`src/rtl/ssa_pkg.sv`:
```
package ssa_pkg;
    localparam int XLEN     = 32;
    localparam int NUM_SS   = 16;
    localparam int SID_W    = $clog2(NUM_SS);
    localparam int IDX_W    = 8;
    localparam int CMD_W    = 8;
    localparam int RD_W     = 5;
    localparam int OP_W     = 7;

    localparam logic [OP_W-1:0]  OP_SS_READ  = 7'h7D;
    localparam logic [OP_W-1:0]  OP_SS_WRITE = 7'h7E;
    localparam logic [SID_W-1:0] DBG_SID     = 4'd3;
    localparam logic [IDX_W-1:0] DBG_SIMCTL  = 8'd0;

    typedef enum logic [1:0] {
        ST_IDLE = 2'd0,
        ST_REQ  = 2'd1,
        ST_WAIT = 2'd2
    } ssa_state_e;

    typedef struct packed {
        logic [RD_W-1:0]  rd;
        logic [SID_W-1:0] sid;
        logic [IDX_W-1:0] idx;
        logic [CMD_W-1:0] cmd;
    } ssa_fields_t;

    typedef struct packed {
        ssa_state_e       state;
        logic [SID_W-1:0] sid;
        logic [RD_W-1:0]  rd;
        logic [IDX_W-1:0] idx;
        logic [CMD_W-1:0] cmd;
        logic [XLEN-1:0]  wdata;
        logic             write;
        logic             wb_valid;
        logic [XLEN-1:0]  wb_data;
        logic             exc;
        logic             sim_end;
        logic             done;
    } ssa_regs_t;
endpackage

```
`src/rtl/ssa_decode.sv`:
```
module ssa_decode
    import ssa_pkg::*;
(
    input  logic [XLEN-1:0] insn_i,
    output ssa_fields_t     fields_o,
    output logic            is_access_o,
    output logic            is_write_o
);
    localparam int RD_LO  = OP_W;
    localparam int SID_LO = RD_LO + RD_W;
    localparam int IDX_LO = SID_LO + SID_W;
    localparam int CMD_LO = IDX_LO + IDX_W;

    logic [OP_W-1:0] opcode;

    always_comb begin
        opcode       = insn_i[OP_W-1:0];
        fields_o.rd  = insn_i[RD_LO  +: RD_W];
        fields_o.sid = insn_i[SID_LO +: SID_W];
        fields_o.idx = insn_i[IDX_LO +: IDX_W];
        fields_o.cmd = insn_i[CMD_LO +: CMD_W];
        is_write_o   = (opcode == OP_SS_WRITE);
        is_access_o  = (opcode == OP_SS_READ) || (opcode == OP_SS_WRITE);
    end
endmodule

```
`src/rtl/ssa_dbgctl.sv`:
```
module ssa_dbgctl
    import ssa_pkg::*;
(
    input  logic [IDX_W-1:0] idx_i,
    input  logic             write_i,
    input  logic             sim_mode_i,
    output logic             ok_o,
    output logic [XLEN-1:0]  rdata_o,
    output logic             end_sim_o
);
    logic hit;

    always_comb begin
        hit       = (idx_i == DBG_SIMCTL);
        ok_o      = hit && (!write_i || sim_mode_i);
        rdata_o   = {{(XLEN-1){1'b0}}, sim_mode_i};
        end_sim_o = hit && write_i && sim_mode_i;
    end
endmodule

```
`src/rtl/ssa_rsp_pick.sv`:
```
module ssa_rsp_pick
    import ssa_pkg::*;
(
    input  logic [SID_W-1:0]       sid_i,
    input  logic [NUM_SS-1:0]      ready_i,
    input  logic [NUM_SS-1:0]      rsp_valid_i,
    input  logic [NUM_SS-1:0]      rsp_err_i,
    input  logic [NUM_SS*XLEN-1:0] rdata_i,
    output logic                   ready_o,
    output logic                   rsp_valid_o,
    output logic                   rsp_err_o,
    output logic [XLEN-1:0]        rdata_o
);
    logic [NUM_SS-1:0]    sel;
    logic [XLEN-1:0]      masked [NUM_SS];

    for (genvar g = 0; g < NUM_SS; g++) begin : g_port
        assign sel[g]    = (sid_i == SID_W'(g));
        assign masked[g] = sel[g] ? rdata_i[g*XLEN +: XLEN] : '0;
    end

    always_comb begin
        rdata_o = '0;
        for (int k = 0; k < NUM_SS; k++) begin
            rdata_o = rdata_o | masked[k];
        end
        ready_o     = |(ready_i & sel);
        rsp_valid_o = |(rsp_valid_i & sel);
        rsp_err_o   = |(rsp_err_i & sel);
    end
endmodule

```
`src/rtl/ssa_unit.sv`:
```
module ssa_unit
    import ssa_pkg::*;
#(
    parameter logic [15:0] EXT_MASK = 16'h0017
) (
    input  logic                   clk_i,
    input  logic                   rst_ni,
    input  logic                   insn_valid_i,
    input  logic [31:0]            insn_i,
    input  logic [31:0]            src_data_i,
    input  logic                   sim_mode_i,
    output logic                   busy_o,
    output logic [15:0]            ss_req_o,
    input  logic [15:0]            ss_ready_i,
    output logic [7:0]             ss_regidx_o,
    output logic [7:0]             ss_cmd_o,
    output logic [31:0]            ss_wdata_o,
    output logic                   ss_write_o,
    input  logic [15:0]            ss_rsp_valid_i,
    input  logic [15:0]            ss_rsp_err_i,
    input  logic [511:0]           ss_rdata_i,
    output logic                   wb_valid_o,
    output logic [4:0]             wb_reg_o,
    output logic [31:0]            wb_data_o,
    output logic                   exc_unknown_o,
    output logic                   sim_end_o,
    output logic                   done_o
);
    localparam logic [NUM_SS-1:0] PORT_MASK =
        EXT_MASK & ~(NUM_SS'(1) << DBG_SID);

    ssa_regs_t   q, d;
    ssa_fields_t f;
    logic        dec_access, dec_write;
    logic        dbg_ok, dbg_end;
    logic [XLEN-1:0] dbg_rdata;
    logic        sel_ready, sel_valid, sel_err;
    logic [XLEN-1:0] sel_rdata;

    ssa_decode u_dec (
        .insn_i      (insn_i),
        .fields_o    (f),
        .is_access_o (dec_access),
        .is_write_o  (dec_write)
    );

    ssa_dbgctl u_dbg (
        .idx_i      (f.idx),
        .write_i    (dec_write),
        .sim_mode_i (sim_mode_i),
        .ok_o       (dbg_ok),
        .rdata_o    (dbg_rdata),
        .end_sim_o  (dbg_end)
    );

    ssa_rsp_pick u_pick (
        .sid_i       (q.sid),
        .ready_i     (ss_ready_i),
        .rsp_valid_i (ss_rsp_valid_i),
        .rsp_err_i   (ss_rsp_err_i),
        .rdata_i     (ss_rdata_i),
        .ready_o     (sel_ready),
        .rsp_valid_o (sel_valid),
        .rsp_err_o   (sel_err),
        .rdata_o     (sel_rdata)
    );

    always_comb begin
        d          = q;
        d.wb_valid = 1'b0;
        d.exc      = 1'b0;
        d.sim_end  = 1'b0;
        d.done     = 1'b0;
        unique case (q.state)
            ST_IDLE: begin
                if (insn_valid_i && dec_access) begin
                    d.sid   = f.sid;
                    d.rd    = f.rd;
                    d.idx   = f.idx;
                    d.cmd   = f.cmd;
                    d.write = dec_write;
                    d.wdata = dec_write ? src_data_i : '0;
                    if (f.sid == DBG_SID) begin
                        d.done = 1'b1;
                        if (!dbg_ok) begin
                            d.exc = 1'b1;
                        end else if (dec_write) begin
                            d.sim_end = dbg_end;
                        end else begin
                            d.wb_valid = 1'b1;
                            d.wb_data  = dbg_rdata;
                        end
                    end else if (!PORT_MASK[f.sid]) begin
                        d.done = 1'b1;
                        d.exc  = 1'b1;
                    end else begin
                        d.state = ST_REQ;
                    end
                end
            end
            ST_REQ: begin
                if (sel_ready) begin
                    d.state = ST_WAIT;
                end
            end
            ST_WAIT: begin
                if (sel_valid) begin
                    d.state = ST_IDLE;
                    d.done  = 1'b1;
                    if (sel_err) begin
                        d.exc = 1'b1;
                    end else if (!q.write) begin
                        d.wb_valid = 1'b1;
                        d.wb_data  = sel_rdata;
                    end
                end
            end
            default: d.state = ST_IDLE;
        endcase
    end

    always_ff @(posedge clk_i or negedge rst_ni) begin
        if (!rst_ni) begin
            q <= '{state: ST_IDLE, default: '0};
        end else begin
            q <= d;
        end
    end

    for (genvar g = 0; g < NUM_SS; g++) begin : g_req
        if (PORT_MASK[g]) begin : g_on
            assign ss_req_o[g] = (q.state == ST_REQ) && (q.sid == SID_W'(g));
        end else begin : g_off
            assign ss_req_o[g] = 1'b0;
        end
    end

    assign busy_o        = (q.state != ST_IDLE);
    assign ss_regidx_o   = q.idx;
    assign ss_cmd_o      = q.cmd;
    assign ss_wdata_o    = q.wdata;
    assign ss_write_o    = q.write;
    assign wb_valid_o    = q.wb_valid;
    assign wb_reg_o      = q.rd;
    assign wb_data_o     = q.wb_data;
    assign exc_unknown_o = q.exc;
    assign sim_end_o     = q.sim_end;
    assign done_o        = q.done;

    // at most one port requested at a time
    p_req_onehot_r3: assert property (@(posedge clk_i) disable iff (!rst_ni)
        $onehot0(ss_req_o));

    // a request not yet taken stays on with the same payload
    p_req_hold_r3: assert property (@(posedge clk_i) disable iff (!rst_ni)
        ((ss_req_o & ss_ready_i) == '0 && ss_req_o != '0) |=>
            ($stable(ss_req_o) && $stable(ss_regidx_o) && $stable(ss_cmd_o)));

    // no completion while an access is still in flight
    p_busy_quiet_r4: assert property (@(posedge clk_i) disable iff (!rst_ni)
        busy_o |-> !done_o);

    // an exception never comes with a write-back
    p_exc_no_wb_r7: assert property (@(posedge clk_i) disable iff (!rst_ni)
        exc_unknown_o |-> !wb_valid_o);

    // write-back only as part of a finished access
    p_wb_done_r6: assert property (@(posedge clk_i) disable iff (!rst_ni)
        wb_valid_o |-> done_o);

    // no request to a number without a port
    p_req_masked_r8: assert property (@(posedge clk_i) disable iff (!rst_ni)
        (ss_req_o & ~PORT_MASK) == '0);

    // end of simulation only follows a cycle with the flag high
    p_end_sim_r10: assert property (@(posedge clk_i) disable iff (!rst_ni)
        sim_end_o |-> ($past(sim_mode_i) && !exc_unknown_o));
endmodule

```
`config.mk`:
```
export PLATFORM = sky130hd
export DESIGN_NAME = ssa_unit
export DESIGN_NICKNAME = d
export VERILOG_FILES = /design/src/rtl/ssa_pkg.sv /design/src/rtl/ssa_decode.sv /design/src/rtl/ssa_dbgctl.sv /design/src/rtl/ssa_rsp_pick.sv /design/src/rtl/ssa_unit.sv
export SDC_FILE = /design/constraint.sdc
export NUM_CORES = 1
export LEC_CHECK = 0
export BUFFER_PORTS_ARGS = -buffer_cell sky130_fd_sc_hd__buf_4
export CAP_MARGIN = 10
export CORE_AREA = 2 2 285 287
export DETAILED_ROUTE_END_ITERATION = 8
export DIE_AREA = 0 0 287 289
export PLACE_DENSITY = 0.3
export SLEW_MARGIN = 20
export SYNTH_ARGS = -nofsm -noshare
export SYNTH_HDL_FRONTEND = slang
export SYNTH_SLANG_ARGS = --single-unit
```
`constraint.sdc`:
```
create_clock -name clk_i -period 4.1 [get_ports clk_i]
set_input_delay 0.615 -clock clk_i [delete_from_list [all_inputs] [get_ports clk_i]]
set_output_delay 0.615 -clock clk_i [all_outputs]
set_load 0.02 [all_outputs]
```
==> results.toml <==
[outcome]
status = "complete, no violations"

[synth]
synth_largest_area_cell = "dfrtp_1"
yosysMostFrequentCell = "nand2_1"
ys_warn_count = 0
async_flop_share = 1.000
syn_inst = 1074
synth_area_leaders = "dfrtp_1 (27%), a22oi_1 (9.4%), buf_4 (8.6%)"
synth_commonest_cells = "nand2_1 (186), a22oi_1 (110), buf_4 (101)"
synth_seq_cells = 96
synth_area_um2 = 8773
synth_top_area_frac = 0.2738
synth.avg_cell_area_um2 = 8.169
synth_edf_count = 0
synth_ff_type = "dfrtp_1"
yosysSeqAreaShare = 0.2738
ys_types = 66

[floorplanning]
rows = 104
start_util = 0.1098
die-area_um2 = 82940
die_w_um = 287
core-area_um2 = 79900
fp.dieH_um = 289
boundaryPins = 735

[setup_path]
crit_fanout = 21
crit_chain = "or2_1, nor3_2, buf_4, a222oi_1, nand3_1, nor3_1, mux2i_1"
worstSetupStartpointType = "flop"
reg2reg_depth = 7
cp.arrival_ns = 3.89
cp_slowest_cell = "a222oi_1"
required_ns = 4.37
crit_type = "flop to flop"
endpoint_kind = "flop"
max_stage_delay_ns = 0.94

[cts]
clockRootBuffer = "clkbuf_16"
post_cts_buffers = 0
cts.reportedPaths.clkPinSlew_ns = 0.09
worstSkewPairLatency_ns = 0.39
cts_sinks = 96
cts_max_level = 3
cts_resized = 0
cts_buffer_depth = 2
cts_made_buffers = 9
cts_tree = "done"
postCtsHoldBufs = 0

[sta]
final_hold_viol_count = 0
worst_slew_pin_slew_ns = 1.054
fin_ws_ns = 0.4813
finClkSkew_ns = 0.009920
max_freq_mhz = 276.3
setup_viol = 0
min_period_ns = 3.619
max-slew-margin-rel = 0.2973
rsz0062_at_grt = "false"
post-route-period-util = 0.8826
slew_viol_final = 0
tns_ns = 0

[grt]
grt_overflow = 0
grt_max_degree = 59
antenna_found_initial = 19
grt_usage = 0.2169
grt_pass1_wl_mm = 120.9
grt_pass1_vias = 12480

[worst_hold_path]
hold_path_class = "input pin to asynchronous set/reset pin"

[power_and_ir_drop]
p_per_area_nw_per_um2 = 371.2
ir_drop_v = 0.0001565
power.leakage_nw = 7.485

[route]
ant_nets = 0
drtIter0Drc = 1261
via_per_inst = 4.415
drcViolationCount = 0
wl_mm = 94.01
avgRoutedWirePerCell_um = 34.08
drtPass1Iterations = 6
vias = 12180

[place]
place_ws_ns = 0.5434
dp_hpwl_mm = 79.74
port_buffers = 722
gp_congestion = 0.9344

[layout]
area_delta_synth_final_pct = 74.44
multiInputGateArea_um2 = 5316
drive_above_1_share = 0.5083
fillCellCount = 9184
fin_nets = 2319
ff_latch_area_um2 = 2415

[flow_run]
maxCapViolCount = 0
report_power, final:
part | total [mW] | switching, mW | leakage, nW | internal, mW
Clock | 0.947 | 0.502 | 0.144 | 0.445
Combinational | 3.41 | 2.12 | 6.05 | 1.30
Sequential | 1.32 | 0.235 | 1.29 | 1.09
layout by cell type (no fill, tap or decap), drive strengths merged, types with 6 or more instances in the layout:
cell type / count
nand2: 186
buf: 785
mux2: 31
nand3: 55
a22oi: 111
o211ai: 7
mux2i: 51
nor4: 11
a222oi: 22
o21ai: 23
o22ai: 9
a211oi: 11
a22o: 34
a21oi: 23
nor3: 23
a32oi: 23
a221oi: 24
conb: 12
inv: 7
nor2: 48
nor2b: 10
dfrtp: 96
clkbuf: 10
nor3b: 6
a32o: 10
nand4: 8
cell type report:
type                            instances  share of cell area
Antenna cell                            3           0.0004905
Tap cell                             1060             0.08666
Multi-Input combinational cell        794              0.3474
Inverter                                5            0.001226
Sequential cell                        96              0.1578
Timing Repair Buffer                  785              0.3872
Clock inverter                          6            0.003679
Clock buffer                           10             0.01561
path summary, 6_finish.rpt:
path / startpoint / slack, ns / end
worst max register to register: q[90] / 0.48 / wb_data_o[31]
worst max-delay path: q[90] / 0.48 / wb_data_o[31]
max in group asynchronous: rst_ni / 2.88 / ss_cmd_o[5]
min in group clk_i: insn_i[10] / 0.41 / wb_reg_o[3]
worst min-delay path: rst_ni / 0.36 / ss_wdata_o[19]
worst min register to register: ss_wdata_o[9] / 0.47 / ss_wdata_o[9]
sequential cells by signal, indices dropped and copies added (netlist names):
register	count
sim_end_o	1
ss_wdata_o	32
done_o	1
q	6
wb_valid_o	1
wb_data_o	32
ss_cmd_o	8
exc_unknown_o	1
wb_reg_o	5
ss_write_o	1
ss_regidx_o	8
cell families after synthesis:
kind of cell               after synthesis  synth area share
buffers and inverters                  195            0.1375
xor gates and xnor gates                 1         0.0009985
adders and majority gates                1          0.001141
muxes                                   84            0.1035
AOI/OAI and AO/OA                      320            0.2844
DFF                                     96            0.2738
and+or+nand+nor                        376            0.1982
other                                    1         0.0004274
routing by layer:
| layer | global-route usage | wire (um) | vias to the layer above |
|---|---|---|---|
| li1 | - | - | 5231 |
| met1 | 0.2955 | 42830 | 6231 |
| met2 | 0.3632 | 44470 | 632 |
| met3 | 0.03528 | 5314 | 77 |
| met4 | 0.03711 | 1337 | 10 |
| met5 | 0 | 61 | - |
critical path: cells and delay by family, from the launching register on:
family | cells | cell delay [ns]
simple gates | 4 | 1.39
compound gates | 1 | 0.94
flops | 1 | 0.79
buf+inv | 1 | 0.27
mux | 1 | 0.10
metrics by stage:
stage | hold slack [ns] | utilization | total power, mW | cells | cell area [um2]
floorplan | 0.3194 | - | 2.824 | 1085 | 8815
global placement | 0.4554 | 0.1875 | 4.716 | 2739 | 14980
detailed placement | 0.4563 | 0.1878 | 4.729 | 2740 | 15000
CTS | 0.3767 | 0.1915 | 5.721 | 2756 | 15300
global route | 0.3908 | 0.1916 | 5.901 | 2759 | 15300
finish | 0.3572 | 0.1916 | 5.682 | 2759 | 15300
Note: power is estimated with default switching activity, not from simulation.
